## src/rtl/dtic_pkg.sv

```systemverilog
package dtic_pkg;
  localparam int unsigned ADDR_W = 8;
  localparam int unsigned DATA_W = 32;

  localparam logic [ADDR_W-1:0] OFS_MASK_LO = 8'h04;
  localparam logic [ADDR_W-1:0] OFS_PEND_LO = 8'h08;
  localparam logic [ADDR_W-1:0] OFS_MASK_HI = 8'h50;
  localparam logic [ADDR_W-1:0] OFS_PEND_HI = 8'h54;

  typedef enum logic [1:0] {
    SEL_NONE,
    SEL_MASK,
    SEL_PEND
  } rd_sel_e;
endpackage

```

## src/rtl/dtic_regs.sv

```systemverilog
module dtic_regs
  import dtic_pkg::*;
#(
  parameter int unsigned NUM_SRC = 40
) (
  input  logic               clk_i,
  input  logic               rst_ni,
  input  logic               wr_en_i,
  input  logic [ADDR_W-1:0]  addr_i,
  input  logic [DATA_W-1:0]  wdata_i,
  output logic [NUM_SRC-1:0] mask_o
);
  localparam int unsigned HI_W = NUM_SRC - DATA_W;

  logic [DATA_W-1:0] mask_lo_q;
  logic [HI_W-1:0]   mask_hi_q;

  always_ff @(posedge clk_i or negedge rst_ni) begin
    if (!rst_ni) begin
      mask_lo_q <= '0;
      mask_hi_q <= '0;
    end else if (wr_en_i) begin
      if (addr_i == OFS_MASK_LO) mask_lo_q <= wdata_i;
      if (addr_i == OFS_MASK_HI) mask_hi_q <= wdata_i[HI_W-1:0];
    end
  end

  assign mask_o = {mask_hi_q, mask_lo_q};
endmodule

```

## src/rtl/dtic_route.sv

```systemverilog
module dtic_route #(
  parameter int unsigned NUM_SRC  = 40,
  parameter int unsigned PAIR_CNT = 2,
  parameter int          PAIR_TGT [PAIR_CNT] = '{30, 39},
  parameter int          PAIR_SHD [PAIR_CNT] = '{29, 38}
) (
  input  logic [NUM_SRC-1:0] src_i,
  input  logic [NUM_SRC-1:0] mask_i,
  output logic [NUM_SRC-1:0] pend_o,
  output logic [NUM_SRC-1:0] t0_o,
  output logic [NUM_SRC-1:0] t1_o
);
  function automatic int shadow_of(int idx);
    int r = -1;
    for (int p = 0; p < int'(PAIR_CNT); p++)
      if (PAIR_TGT[p] == idx) r = PAIR_SHD[p];
    return r;
  endfunction

  function automatic bit is_shadow(int idx);
    bit r = 1'b0;
    for (int p = 0; p < int'(PAIR_CNT); p++)
      if (PAIR_SHD[p] == idx) r = 1'b1;
    return r;
  endfunction

  function automatic bit map_ok();
    bit ok = 1'b1;
    for (int p = 0; p < int'(PAIR_CNT); p++) begin
      if (PAIR_TGT[p] < 0 || PAIR_TGT[p] >= int'(NUM_SRC)) ok = 1'b0;
      if (PAIR_SHD[p] < 0 || PAIR_SHD[p] >= int'(NUM_SRC)) ok = 1'b0;
      if (PAIR_TGT[p] == PAIR_SHD[p]) ok = 1'b0;
      for (int q = p + 1; q < int'(PAIR_CNT); q++) begin
        if (PAIR_TGT[p] == PAIR_TGT[q] || PAIR_SHD[p] == PAIR_SHD[q]) ok = 1'b0;
        if (PAIR_TGT[p] == PAIR_SHD[q] || PAIR_SHD[p] == PAIR_TGT[q]) ok = 1'b0;
      end
    end
    return ok;
  endfunction

  localparam bit MAP_OK = map_ok();

  if (!MAP_OK) begin : g_bad_map
    $error("dtic_route: invalid shadow pairing");
  end

  for (genvar i = 0; i < NUM_SRC; i++) begin : g_src
    localparam int  SH    = shadow_of(i);
    localparam bit  IS_SH = is_shadow(i);
    if (IS_SH) begin : g_shadow
      // shadow number: input dropped, mask bit lent to its target
      assign t0_o[i]   = 1'b0;
      assign t1_o[i]   = 1'b0;
      assign pend_o[i] = 1'b0;
    end else if (SH >= 0) begin : g_pair
      // own bit wins so a source never reaches both threads
      assign t0_o[i]   = src_i[i] & mask_i[i];
      assign t1_o[i]   = src_i[i] & mask_i[SH] & ~mask_i[i];
      assign pend_o[i] = t0_o[i] | t1_o[i];
    end else begin : g_plain
      assign t0_o[i]   = src_i[i] & mask_i[i];
      assign t1_o[i]   = 1'b0;
      assign pend_o[i] = t0_o[i];
    end
  end
endmodule

```

## src/rtl/dtic_top.sv

```systemverilog
module dtic_top
  import dtic_pkg::*;
#(
  parameter int unsigned NUM_SRC  = 40,
  parameter int unsigned PAIR_CNT = 2,
  parameter int          PAIR_TGT [PAIR_CNT] = '{30, 39},
  parameter int          PAIR_SHD [PAIR_CNT] = '{29, 38}
) (
  input  logic               clk_i,
  input  logic               rst_ni,
  input  logic [NUM_SRC-1:0] src_i,
  input  logic               wr_en_i,
  input  logic               rd_en_i,
  input  logic [ADDR_W-1:0]  addr_i,
  input  logic [DATA_W-1:0]  wdata_i,
  output logic [DATA_W-1:0]  rdata_o,
  output logic               irq_t0_o,
  output logic               irq_t1_o
);
  localparam int unsigned HI_W  = NUM_SRC - DATA_W;
  localparam int unsigned PAD_W = DATA_W - HI_W;

  logic [NUM_SRC-1:0] mask;
  logic [NUM_SRC-1:0] pend;
  logic [NUM_SRC-1:0] t0_vec;
  logic [NUM_SRC-1:0] t1_vec;
  logic [DATA_W-1:0]  rd_mux;
  logic [DATA_W-1:0]  rdata_q;
  logic               irq_t0_q;
  logic               irq_t1_q;

  dtic_regs #(.NUM_SRC(NUM_SRC)) u_regs (
    .clk_i   (clk_i),
    .rst_ni  (rst_ni),
    .wr_en_i (wr_en_i),
    .addr_i  (addr_i),
    .wdata_i (wdata_i),
    .mask_o  (mask)
  );

  dtic_route #(
    .NUM_SRC  (NUM_SRC),
    .PAIR_CNT (PAIR_CNT),
    .PAIR_TGT (PAIR_TGT),
    .PAIR_SHD (PAIR_SHD)
  ) u_route (
    .src_i  (src_i),
    .mask_i (mask),
    .pend_o (pend),
    .t0_o   (t0_vec),
    .t1_o   (t1_vec)
  );

  always_comb begin
    unique case (addr_i)
      OFS_MASK_LO: rd_mux = mask[DATA_W-1:0];
      OFS_PEND_LO: rd_mux = pend[DATA_W-1:0];
      OFS_MASK_HI: rd_mux = {{PAD_W{1'b0}}, mask[NUM_SRC-1:DATA_W]};
      OFS_PEND_HI: rd_mux = {{PAD_W{1'b0}}, pend[NUM_SRC-1:DATA_W]};
      default:     rd_mux = '0;
    endcase
  end

  always_ff @(posedge clk_i or negedge rst_ni) begin
    if (!rst_ni) begin
      rdata_q  <= '0;
      irq_t0_q <= 1'b0;
      irq_t1_q <= 1'b0;
    end else begin
      if (rd_en_i) rdata_q <= rd_mux;
      irq_t0_q <= |t0_vec;
      irq_t1_q <= |t1_vec;
    end
  end

  assign rdata_o  = rdata_q;
  assign irq_t0_o = irq_t0_q;
  assign irq_t1_o = irq_t1_q;
endmodule

```

## config.mk

```make
export PLATFORM = sky130hd
export DESIGN_NAME = dtic_top
export DESIGN_NICKNAME = d
export VERILOG_FILES = /design/src/rtl/dtic_pkg.sv /design/src/rtl/dtic_regs.sv /design/src/rtl/dtic_route.sv /design/src/rtl/dtic_top.sv
export SDC_FILE = /design/constraint.sdc
export NUM_CORES = 1
export LEC_CHECK = 0
export BUFFER_PORTS_ARGS = -buffer_cell sky130_fd_sc_hd__buf_2
export CAP_MARGIN = 20
export CELL_PAD_IN_SITES_DETAIL_PLACEMENT = 1
export CELL_PAD_IN_SITES_GLOBAL_PLACEMENT = 1
export CORE_MARGIN = 4
export CORE_UTILIZATION = 42
export DETAILED_ROUTE_END_ITERATION = 6
export HOLD_SLACK_MARGIN = 0.08
export PLACE_DENSITY_LB_ADDON = 0.1
export SLEW_MARGIN = 10
export SYNTH_ARGS = -nofsm -noshare
export SYNTH_HDL_FRONTEND = slang
export SYNTH_SLANG_ARGS = --single-unit
```

## constraint.sdc

```tcl
create_clock -name clk_i -period 3 [get_ports clk_i]
set_input_delay 0.45 -clock clk_i [delete_from_list [all_inputs] [get_ports clk_i]]
set_output_delay 0.45 -clock clk_i [all_outputs]
set_load 0.1 [all_outputs]
```

==> qor.log <==
[clocking] number of buffers on the longest clock path 2
[worst_setup_path] Register-to-Register Path Depth 4
[run_status] status finished clean
[global_routing] largest net degree at the start of global routing 75
[power] switching power share of the total 0.269
[synth] synthesized instance count 271
[global_routing] Global Route Usage Sum 0.222
[hold_path] worst min-delay path category primary input to asynchronous set/reset pin
[finish] synth-to-layout area growth 25.5%
[detailed_routing] antenna viol nets, final 0
[synth] top post-synthesis cells by area sky130_fd_sc_hd__dfrtp_1, sky130_fd_sc_hd__mux2_1, sky130_fd_sc_hd__a32o_1, sky130_fd_sc_hd__a21o_1, sky130_fd_sc_hd__mux2_2
[synth] Post-Synthesis Net Count 355
[sta] Setup WS post-layout 805 ps
[synth] leading area contributor after synthesis sky130_fd_sc_hd__dfrtp_1
[clocking] CTS sink cnt 74
[worst_setup_path] reg2reg start u_regs.mask_hi_q[0]$_DFFE_PN0P_
[worst_setup_path] critical path class primary input to register
[sta] total negative setup slack 0 ps
[clocking] H-tree levels 3
[placement] PortBufs 115
[worst_setup_path] capture point of the worst reg-to-reg path irq_t0_o$_DFF_PN0_
[finish] Layout fillers 909
[global_routing] first-pass GRT wire length 17.0 mm
[power] leak pwr 2.39 nW
[worst_setup_path] crit path from addr_i[5]
[detailed_routing] drt wl/cell 21.4 um
[global_routing] antenna violations before repair 0
[finish] final standard cell utilization of the core 0.539
[detailed_routing] remaining routing DRC violations 0
[floorplanning] Die Area 9880 um2
[power] Max IR drop VDD 258 uV
[sta] final critical delay including setup and external delays 2190 ps
[detailed_routing] total wirelength of the detailed-routed design 10.7 mm
[placement] standard cell area after detailed placement 4200 um2
[worst_setup_path] critical path data arrival time 2470 ps
[worst_setup_path] required time reported for the critical path endpoint 3270 ps
[clocking] clock tree from TritonCTS built
[sta] worst-margin pin slew 954 ps
[floorplanning] die width 99.4 um
[worst_setup_path] nature of the critical path endpoint register
[global_routing] total global routing overflow 0
[clocking] total CTS buffers 9
[power] internal power consumption 1.52 mW
[synth] #FFs+latches synth 74
[global_routing] number of global-route vias before repair 3211
[detailed_routing] Vias 2945
[synth] number of distinct library cell variants in the gate-level netlist after synthesis 42
[clocking] Root Buffer sky130_fd_sc_hd__clkbuf_8
[floorplanning] effective utilization at floorplan 0.429
[clocking] clock-pin slew on the worst setup and hold paths 80 ps
[finish] post-route cell area 4400 um2
[detailed_routing] Initial DRT Pass Iterations 6
[power] share of total power in combinational logic 0.111
[synth] Post-Syn Area 3510 um2
[synth] Yosys Warn Count 0
[floorplanning] floorplan row count 33
[detailed_routing] routed vias/inst 5.88
[synth] mean area per synthesized cell 13.0 um2
[finish] ant diodes 0
[clocking] clock latency on the worst-skew pair 340 ps
[run] MaxCap Viol Count 0
[sta] Final Hold Vio Count 0
[placement] dpl hpwl 7.75 mm
[detailed_routing] violation count after the first detailed-route iteration 87
[sta] fin crit share 0.732
[power] net switching power 559 uW
[finish] nets@finish 475
[power] clock power share 0.382
[sta] worst relative slew slack 0.364
[sta] number of endpoints failing setup at the final stage 0
[synth] share of the yosys chip area belonging to registers 0.528
[synth] Async S/R FF share, synth 1.00
[clocking] post-cts sizing count 0
[sta] setup repair after global routing missed its margin no
[sta] highest achievable clock rate 456 MHz
[synth] Primary FF master, synth sky130_fd_sc_hd__dfrtp_1
[worst_setup_path] Max FO, Critical Path 23
[placement] Placer Congestion 0.844
[floorplanning] placeable core region 8180 um2
[power] proportion of power drawn by flip-flops and latches 0.507
[sta] Max Slew Vio Count 0
[floorplanning] IO Pins 118
[worst_setup_path] R2R Setup Slk 1000 ps
[power] Pwr Density 472 nW/um2
[floorplanning] vertical extent of the die 99.4 um
[placement] Placement Setup Slack 460 ps
[worst_setup_path] type of origin of the critical path primary input
[sta] clock skew 4.32 ps
[clocking] post-CTS repair timing setup buffer count 0
[synth] Synth top area share 0.528
[finish] share of layout cells above drive strength 1 0.404
[synth] number of flops mapped to enable cells by yosys 0
[clocking] number of buffers inserted for hold repair after clock tree synthesis 0
## stage by stage
stage / power, mW / cells / hold WS [ps]
after floorplan: 1.17 / 271 / 154
after global placement: 1.30 / 485 / 471
after detailed placement: 1.31 / 485 / 480
after CTS: 2.10 / 501 / 293
after global routing: 2.16 / 501 / 303
final: 2.08 / 501 / 226
## critical path: stages
cell and delay, ps:
sky130_fd_sc_hd__buf_2 130, sky130_fd_sc_hd__or4_1 730, sky130_fd_sc_hd__nor3b_2 290, sky130_fd_sc_hd__o311a_2 590
sky130_fd_sc_hd__a32o_1 270
## power by group through the flow
stage          registers, mW  logic [mW]  clock network, mW
5_1_grt                 1.06       0.250              0.854
3_5_place_dp            1.07       0.233                  0
2_1_floorplan           1.11      0.0630                  0
4_1_cts                 1.05       0.233              0.811
3_3_place_gp            1.07       0.229                  0
6_report                1.05       0.230              0.793
## registers in the layout, summed over array words and instances, names as in the netlist
name and flops:
irq_t0_o 1, irq_t1_o 1, rdata_o 32, u_regs.mask_hi_q 8, u_regs.mask_lo_q 32
## cell type report
cell class                 count  area, um2  area share
multi-input combinational    176       1530       0.348
clock buffer                  10        138      0.0313
sequential                    74       1850       0.420
inverter                       5       18.8     0.00426
timing repair buffer         125        666       0.151
tap                          105        131      0.0298
clock inverter                 6       66.3      0.0151
## Yosys cell counts, types with 5 or more instances
cell type and n:
sky130_fd_sc_hd__nand2_1 10, sky130_fd_sc_hd__a32o_1 26, sky130_fd_sc_hd__buf_6 5, sky130_fd_sc_hd__a22oi_1 14
sky130_fd_sc_hd__clkbuf_1 6, sky130_fd_sc_hd__a21o_1 22, sky130_fd_sc_hd__inv_1 5, sky130_fd_sc_hd__mux2_1 30
sky130_fd_sc_hd__o2bb2ai_1 12, sky130_fd_sc_hd__dfrtp_1 74, sky130_fd_sc_hd__mux2_2 10
## cells in the final DEF, fill, tap and decap left out, types with 2 or more instances in the layout
master	count
sky130_fd_sc_hd__buf_4	10
sky130_fd_sc_hd__nand2_2	2
sky130_fd_sc_hd__nor2_1	2
sky130_fd_sc_hd__mux2_2	10
sky130_fd_sc_hd__nand3_1	4
sky130_fd_sc_hd__nand3b_1	2
sky130_fd_sc_hd__and2_1	3
sky130_fd_sc_hd__nor3_1	4
sky130_fd_sc_hd__nand2_1	10
sky130_fd_sc_hd__a211oi_1	2
sky130_fd_sc_hd__a21o_1	22
sky130_fd_sc_hd__a32o_1	26
sky130_fd_sc_hd__inv_1	5
sky130_fd_sc_hd__o21ai_0	4
sky130_fd_sc_hd__or4_1	3
sky130_fd_sc_hd__dfrtp_1	74
sky130_fd_sc_hd__a22oi_1	14
sky130_fd_sc_hd__o2bb2ai_1	12
sky130_fd_sc_hd__mux2_1	30
sky130_fd_sc_hd__a221oi_1	2
sky130_fd_sc_hd__nand4_1	2
sky130_fd_sc_hd__buf_2	114
sky130_fd_sc_hd__a222oi_1	3
sky130_fd_sc_hd__clkbuf_8	10
sky130_fd_sc_hd__nor4_1	2
sky130_fd_sc_hd__clkinvlp_4	3
sky130_fd_sc_hd__nor3b_2	2
## kinds of logic after synthesis
group | synth area share
AOI/OAI and AO/OA | 0.216
and+or+nand+nor | 0.0920
DFF | 0.528
buffers and inverters | 0.0357
muxes | 0.128
## layer usage
| layer | vias to the layer above | part of all wire | track usage |
|---|---|---|---|
| li1 | 1317 | - | - |
| met1 | 1538 | 0.44 | 0.292 |
| met2 | 81 | 0.51 | 0.379 |
| met3 | 9 | 0.046 | 0.0393 |
| met4 | 0 | 0.011 | 0.0609 |
| met5 | - | 0 | 0 |
## worst max-delay path by stage
stage	endpoint	slack (ps)	depth (start not counted)
finish	rdata_o[20]$_DFFE_PN0P_	810	5
global route	rdata_o[20]$_DFFE_PN0P_	710	5
CTS	rdata_o[20]$_DFFE_PN0P_	810	5
detailed placement	rdata_o[16]$_DFFE_PN0P_	460	5
global placement	rdata_o[18]$_DFFE_PN0P_	540	5
floorplan	rdata_o[11]$_DFFE_PN0P_	1090	6
(Power assumes the default switching activity.)
